[src/rtl/vcc_pkg.sv]
package vcc_pkg;
  localparam int CH_NUM = 3;
  localparam int CH_DE  = 0;
  localparam int CH_HS  = 1;
  localparam int CH_VS  = 2;
  localparam logic [1:0] CFG_FILT = 2'b01;

  // Per-channel command from control to datapath
  typedef struct packed {
    logic flip;   // output takes the opposite level at this edge
    logic drop;   // a qualified change was refused (first cycle only)
  } vcc_strobe_t;
endpackage

[src/rtl/vcc_ctrl.sv]
module vcc_ctrl
  import vcc_pkg::*;
#(
  parameter int FILT_LEN   = 3,
  parameter int WIN_LEN    = 130,
  parameter int SLOTS      = 2,
  parameter bit FILTERABLE = 1'b1
) (
  input  logic        clk,
  input  logic        rstN,
  input  logic        filtOn,
  input  logic        rawIn,
  input  logic        curOut,
  output vcc_strobe_t strobe
);
  localparam int RUN_W = $clog2(FILT_LEN + 1);
  localparam int TMR_W = $clog2(WIN_LEN);
  localparam logic [RUN_W-1:0] RUN_MAX  = RUN_W'(FILT_LEN - 1);
  localparam logic [TMR_W-1:0] TMR_LOAD = TMR_W'(WIN_LEN - 1);

  logic             lastRaw;
  logic [RUN_W-1:0] runCnt;
  logic             blockedQ;
  logic [TMR_W-1:0] tmr [SLOTS];
  logic [SLOTS-1:0] freeVec, pickVec;
  logic             sameLvl, qual, want, anyFree;

  always_comb begin
    sameLvl = (rawIn == lastRaw);
    if (FILTERABLE && filtOn) qual = sameLvl && (runCnt >= RUN_MAX);
    else                      qual = 1'b1;
    want = qual && (rawIn != curOut);
    for (int i = 0; i < SLOTS; i++) freeVec[i] = (tmr[i] == '0);
    pickVec = freeVec & (~freeVec + SLOTS'(1));
    anyFree = |freeVec;
    strobe.flip = want && anyFree;
    strobe.drop = want && !anyFree && !blockedQ;
  end

  // Run-length tracking of the sampled input level
  always_ff @(posedge clk or negedge rstN) begin
    if (!rstN) begin
      lastRaw  <= 1'b0;
      runCnt   <= '0;
      blockedQ <= 1'b0;
    end else begin
      lastRaw  <= rawIn;
      blockedQ <= want && !anyFree;
      if (!sameLvl)              runCnt <= RUN_W'(1);
      else if (runCnt < RUN_MAX) runCnt <= runCnt + RUN_W'(1);
    end
  end

  // One countdown per allowed transition inside the window
  always_ff @(posedge clk or negedge rstN) begin
    if (!rstN) begin
      for (int i = 0; i < SLOTS; i++) tmr[i] <= '0;
    end else begin
      for (int i = 0; i < SLOTS; i++) begin
        if (strobe.flip && pickVec[i]) tmr[i] <= TMR_LOAD;
        else if (tmr[i] != '0)         tmr[i] <= tmr[i] - TMR_W'(1);
      end
    end
  end
endmodule

[src/rtl/vcc_dpath.sv]
module vcc_dpath
  import vcc_pkg::*;
#(
  parameter int CH = 3
) (
  input  logic                   clk,
  input  logic                   rstN,
  input  vcc_strobe_t [CH-1:0]   strobes,
  output logic        [CH-1:0]   levelQ,
  output logic        [CH-1:0]   dropQ
);
  always_ff @(posedge clk or negedge rstN) begin
    if (!rstN) begin
      levelQ <= '0;
      dropQ  <= '0;
    end else begin
      for (int i = 0; i < CH; i++) begin
        if (strobes[i].flip) levelQ[i] <= ~levelQ[i];
        dropQ[i] <= strobes[i].drop;
      end
    end
  end
endmodule

[src/rtl/vid_ctrl_cond.sv]
module vid_ctrl_cond
  import vcc_pkg::*;
#(
  parameter int FILT_LEN     = 3,
  parameter int WIN_LEN      = 130,
  parameter int LINE_BUDGET  = 2,
  parameter int FRAME_BUDGET = 1
) (
  input  logic       clk,
  input  logic       rstN,
  input  logic [1:0] cfgMode,
  input  logic [2:0] ctrlIn,
  output logic [2:0] ctrlOut,
  output logic [2:0] dropPulse
);
  logic filtOn;
  vcc_strobe_t [CH_NUM-1:0] strobes;

  assign filtOn = (cfgMode == CFG_FILT);

  for (genvar ch = 0; ch < CH_NUM; ch++) begin : g_ch
    localparam int SL = (ch == CH_VS) ? FRAME_BUDGET : LINE_BUDGET;
    localparam bit FL = (ch != CH_VS);
    vcc_ctrl #(
      .FILT_LEN(FILT_LEN), .WIN_LEN(WIN_LEN), .SLOTS(SL), .FILTERABLE(FL)
    ) u_ctrl (
      .clk(clk), .rstN(rstN), .filtOn(filtOn),
      .rawIn(ctrlIn[ch]), .curOut(ctrlOut[ch]), .strobe(strobes[ch])
    );
  end

  vcc_dpath #(.CH(CH_NUM)) u_dpath (
    .clk(clk), .rstN(rstN), .strobes(strobes),
    .levelQ(ctrlOut), .dropQ(dropPulse)
  );
endmodule

[config.mk]
export PLATFORM = sky130hd
export DESIGN_NAME = vid_ctrl_cond
export DESIGN_NICKNAME = d
export VERILOG_FILES = /design/src/rtl/vcc_pkg.sv /design/src/rtl/vcc_ctrl.sv /design/src/rtl/vcc_dpath.sv /design/src/rtl/vid_ctrl_cond.sv
export SDC_FILE = /design/constraint.sdc
export NUM_CORES = 1
export LEC_CHECK = 0
export BUFFER_PORTS_ARGS = -buffer_cell sky130_fd_sc_hd__buf_2
export CORE_ASPECT_RATIO = 0.6
export CORE_MARGIN = 3
export CORE_UTILIZATION = 50
export DETAILED_ROUTE_END_ITERATION = 8
export PLACE_DENSITY = 0.67
export SLEW_MARGIN = 5
export SYNTH_ARGS = -nofsm -noshare
export SYNTH_HDL_FRONTEND = slang
export SYNTH_HIERARCHICAL = 1
export SYNTH_SLANG_ARGS = --single-unit
export TNS_END_PERCENT = 50
[constraint.sdc]
create_clock -name clk -period 4.3 [get_ports clk]
set_clock_uncertainty 0.15 [all_clocks]
set_input_delay 0.43 -clock clk [delete_from_list [all_inputs] [get_ports clk]]
set_output_delay 0.43 -clock clk [all_outputs]
set_load 0.05 [all_outputs]
==> metrics.md <==
| Metric | Value |
|---|---|
| Fill cell count | `406` |
| Die area | `0.00623 sq mm` |
| First-pass detailed-route iteration total | `4` |
| Synth warn | `6` |
| Sequential cell area fraction in the yosys report | `0.520` |
| Cts bufs inserted | `5` |
| Final Util | `0.594` |
| Post-Syn Area | `0.00265 sq mm` |
| Tcrit/Tclk final | `0.512` |
| Sw Pwr | `520 uW` |
| # rows | `19` |
| Crit path max fanout | `7` |
| Placed Cells incl. Taps | `327` |
| Total Routing Usage GR | `0.175` |
| Io pins | `13` |
| Worst-Margin Slew | `0.832 ns` |
| Grt ovf | `0` |
| DR vias/cell | `5.46` |
| Combinational share of power | `0.280` |
| Final total negative setup slack | `0 ns` |
| Register Area | `0.00138 sq mm` |
| CP Class | `flop to flop` |
| Final instance count without filler cells | `335` |
| Die Span X | `99.9 um` |
| FF-to-FF setup slack | `2.10 ns` |
| Share of layout cells above drive strength 1 | `0.121` |
| Peak supply drop | `0.301 mV` |
| DRC viols | `0` |
| CTS clock-pin slew for the worst setup and hold paths | `0.09 ns` |
| Dpl hpwl | `3450 um` |
| Most frequent cells in the layout | `dfrtp_1, o21ai_0, nor2_1` |
| Internal power consumption | `906 uW` |
| Routed WL | `4800 um` |
| Clock Tree Buf Depth | `2` |
| Clock root cell | `clkbuf_8` |
| Nets | `287` |
| Initial antenna violation count | `0` |
| Core Area | `0.00483 sq mm` |
| Resized Gates After CTS | `0` |
| First-pass GRT wire length | `8730 um` |
| Min-Delay Path Class | `input port to async pin` |
| Mapped Avg Cell Area | `10.5 sq um` |
| Die Ht | `62.3 um` |
| Outcome | `completed` |
| P&R area growth vs syn | `8.33%` |
| Clock power frac | `0.190` |
| Worst Setup End Kind | `flop` |
| Post-CTS Setup Inserts | `0` |
| CTS tree | `yes` |
| Final hold violations | `0` |
| Total of max-cap violations | `0` |
| Routed WL per cell | `14.3 um` |
| Unrepaired setup endpoints after global routing | `false` |
| CP arrival | `2.23 ns` |
| CTS Hold Buffers Added | `0` |
| Net Count, Synth | `269` |
| Sink Count | `55` |
| Gate Count Post-Synth | `253` |
| Leakage | `1.31 nW` |
| Seq pwr share | `0.531` |
| Switching share of power | `0.364` |
| DR iter-0 viols | `101` |
| Max transition margin | `0.446` |
| Max Freq | `454 MHz` |
| Area of the multi-input gates | `0.00120 sq mm` |
| Starting density of the core | `0.548` |
| Yosys reg bits | `55` |
| Vias in the first global route | `1746` |
| Synth cell types | `31` |
| Slew Viols, Final | `0` |
| Setup Viol. Count Final | `0` |
| Ant. Diodes | `0` |
| Power per Cell Area | `498 mW/mm^2` |
| Vias post-DR | `1830` |
| Gpl congestion | `0.815` |
| Commonest non-fill, non-tap cell in the layout | `dfrtp_1` |
| Largest net degree at the start of global routing | `37` |
| Antenna viol nets, final | `0` |
| H-tree Lvls | `2` |
| Worst-Skew Late Latency | `0.30 ns` |
| Critical path required time | `4.33 ns` |
| Crit start category | `flop` |
| Final Critical Period | `2.20 ns` |
| PortBufs | `12` |
[through the flow]
stage | power [mW] | area [sq um] | worst slack [ns] | hold WS, ns
3_5_place_dp | 1.16 | 2780 | 2.14 | 0.252
2_1_floorplan | 1.05 | 2650 | 2.28 | -0.0156
4_1_cts | 1.44 | 2870 | 2.11 | 0.102
3_3_place_gp | 1.15 | 2780 | 2.18 | 0.254
5_1_grt | 1.55 | 2870 | 1.92 | 0.112
6_report | 1.43 | 2870 | 2.10 | 0.0689
[per-layer routing]
layer,routed length [um],vias to the layer above,global-route usage
li1,-,928,-
met1,2770,861,0.290
met2,1790,38,0.228
met3,206,3,0.0403
met4,25,0,0.0358
met5,0,-,0
[area by class of cell]
type	count	share of cell area
multi-input cells	179	0.418
clock buffers	7	0.0266
inverters	17	0.0223
well taps	63	0.0275
clock inverters	1	0.00175
flip-flops and latches	55	0.480
repair buffers	13	0.0236
[logic make-up (layout without fill, tap and decap cells)]
group	count (synthesis)	count (layout)	share of synthesized area
multiplexers	3	3	0.0142
AO/OA/AOI/OAI	43	43	0.0937
XOR/XNOR	23	23	0.0762
adder cells (fa/ha/maj)	9	9	0.0426
AND/OR/NAND/NOR	101	101	0.226
flip-flops	55	55	0.520
buffers and inverters	19	38	0.0270
[sequential cells by signal, summed over array words and instances (netlist names)]
name	cells
g_ch.u_ctrl/tmr	40
g_ch.u_ctrl/runCnt	4
g_ch.u_ctrl/blockedQ	3
u_dpath/dropQ	3
u_dpath/levelQ	3
g_ch.u_ctrl/lastRaw	2
[critical path, cell delays in order (launching register included)]
cell	delay (ns)
dfrtp_1	0.45
or4_4	0.58
nor3_1	0.60
nor4_1	0.13
xor2_1	0.17
[cell usage after synthesis]
| master | number | area share |
|---|---|---|
| clkbuf_1 | 2 | 0.0028 |
| a21oi_1 | 12 | 0.023 |
| nor2_1 | 19 | 0.027 |
| nor3_4 | 1 | 0.0062 |
| o21ai_0 | 21 | 0.040 |
| or4_4 | 3 | 0.013 |
| o21bai_1 | 2 | 0.0057 |
| mux2_2 | 2 | 0.0085 |
| nand2b_1 | 12 | 0.028 |
| or3_4 | 2 | 0.0085 |
| nand4b_1 | 2 | 0.0066 |
| a21o_1 | 2 | 0.0057 |
| nor3_1 | 17 | 0.032 |
| nand3b_1 | 4 | 0.011 |
| ha_1 | 9 | 0.043 |
| and3b_1 | 2 | 0.0066 |
| dfrtp_1 | 55 | 0.52 |
| nand2_1 | 8 | 0.011 |
| or4_1 | 2 | 0.0057 |
| nor2b_1 | 3 | 0.0071 |
| xor2_1 | 17 | 0.056 |
| nor2b_4 | 1 | 0.0052 |
| mux2_4 | 1 | 0.0057 |
| inv_1 | 17 | 0.024 |
| a31o_2 | 2 | 0.0066 |
| nand3_1 | 4 | 0.0076 |
| a211oi_1 | 2 | 0.0057 |
| a211o_2 | 2 | 0.0076 |
| or3_1 | 6 | 0.014 |
| nor4_1 | 15 | 0.035 |
| xnor2_1 | 6 | 0.020 |
[final timing paths]
| check | to | cells after the start | start |
|---|---|---|---|
| max reg2reg | g_ch[0].u_ctrl/tmr[13] | 4 | g_ch[0].u_ctrl/tmr[11] |
| max in group asynchronous | g_ch[0].u_ctrl/tmr[7] | 2 | rstN |
| min | g_ch[0].u_ctrl/tmr[10] | 1 | rstN |
| min reg2reg | u_dpath/dropQ[1] | 1 | g_ch[1].u_ctrl/blockedQ |
| max | g_ch[0].u_ctrl/tmr[13] | 4 | g_ch[0].u_ctrl/tmr[11] |
| min in group clk | g_ch[1].u_ctrl/lastRaw | 1 | ctrlIn[1] |
[power groups by stage]
stage | registers [mW] | clock network, mW | logic, mW
floorplan | 0.806 | 0 | 0.240
finish | 0.757 | 0.271 | 0.399
detailed placement | 0.763 | 0 | 0.399
global route | 0.779 | 0.310 | 0.460
global placement | 0.763 | 0 | 0.389
CTS | 0.755 | 0.283 | 0.402
No activity file was read; power rests on OpenSTA's default activity.
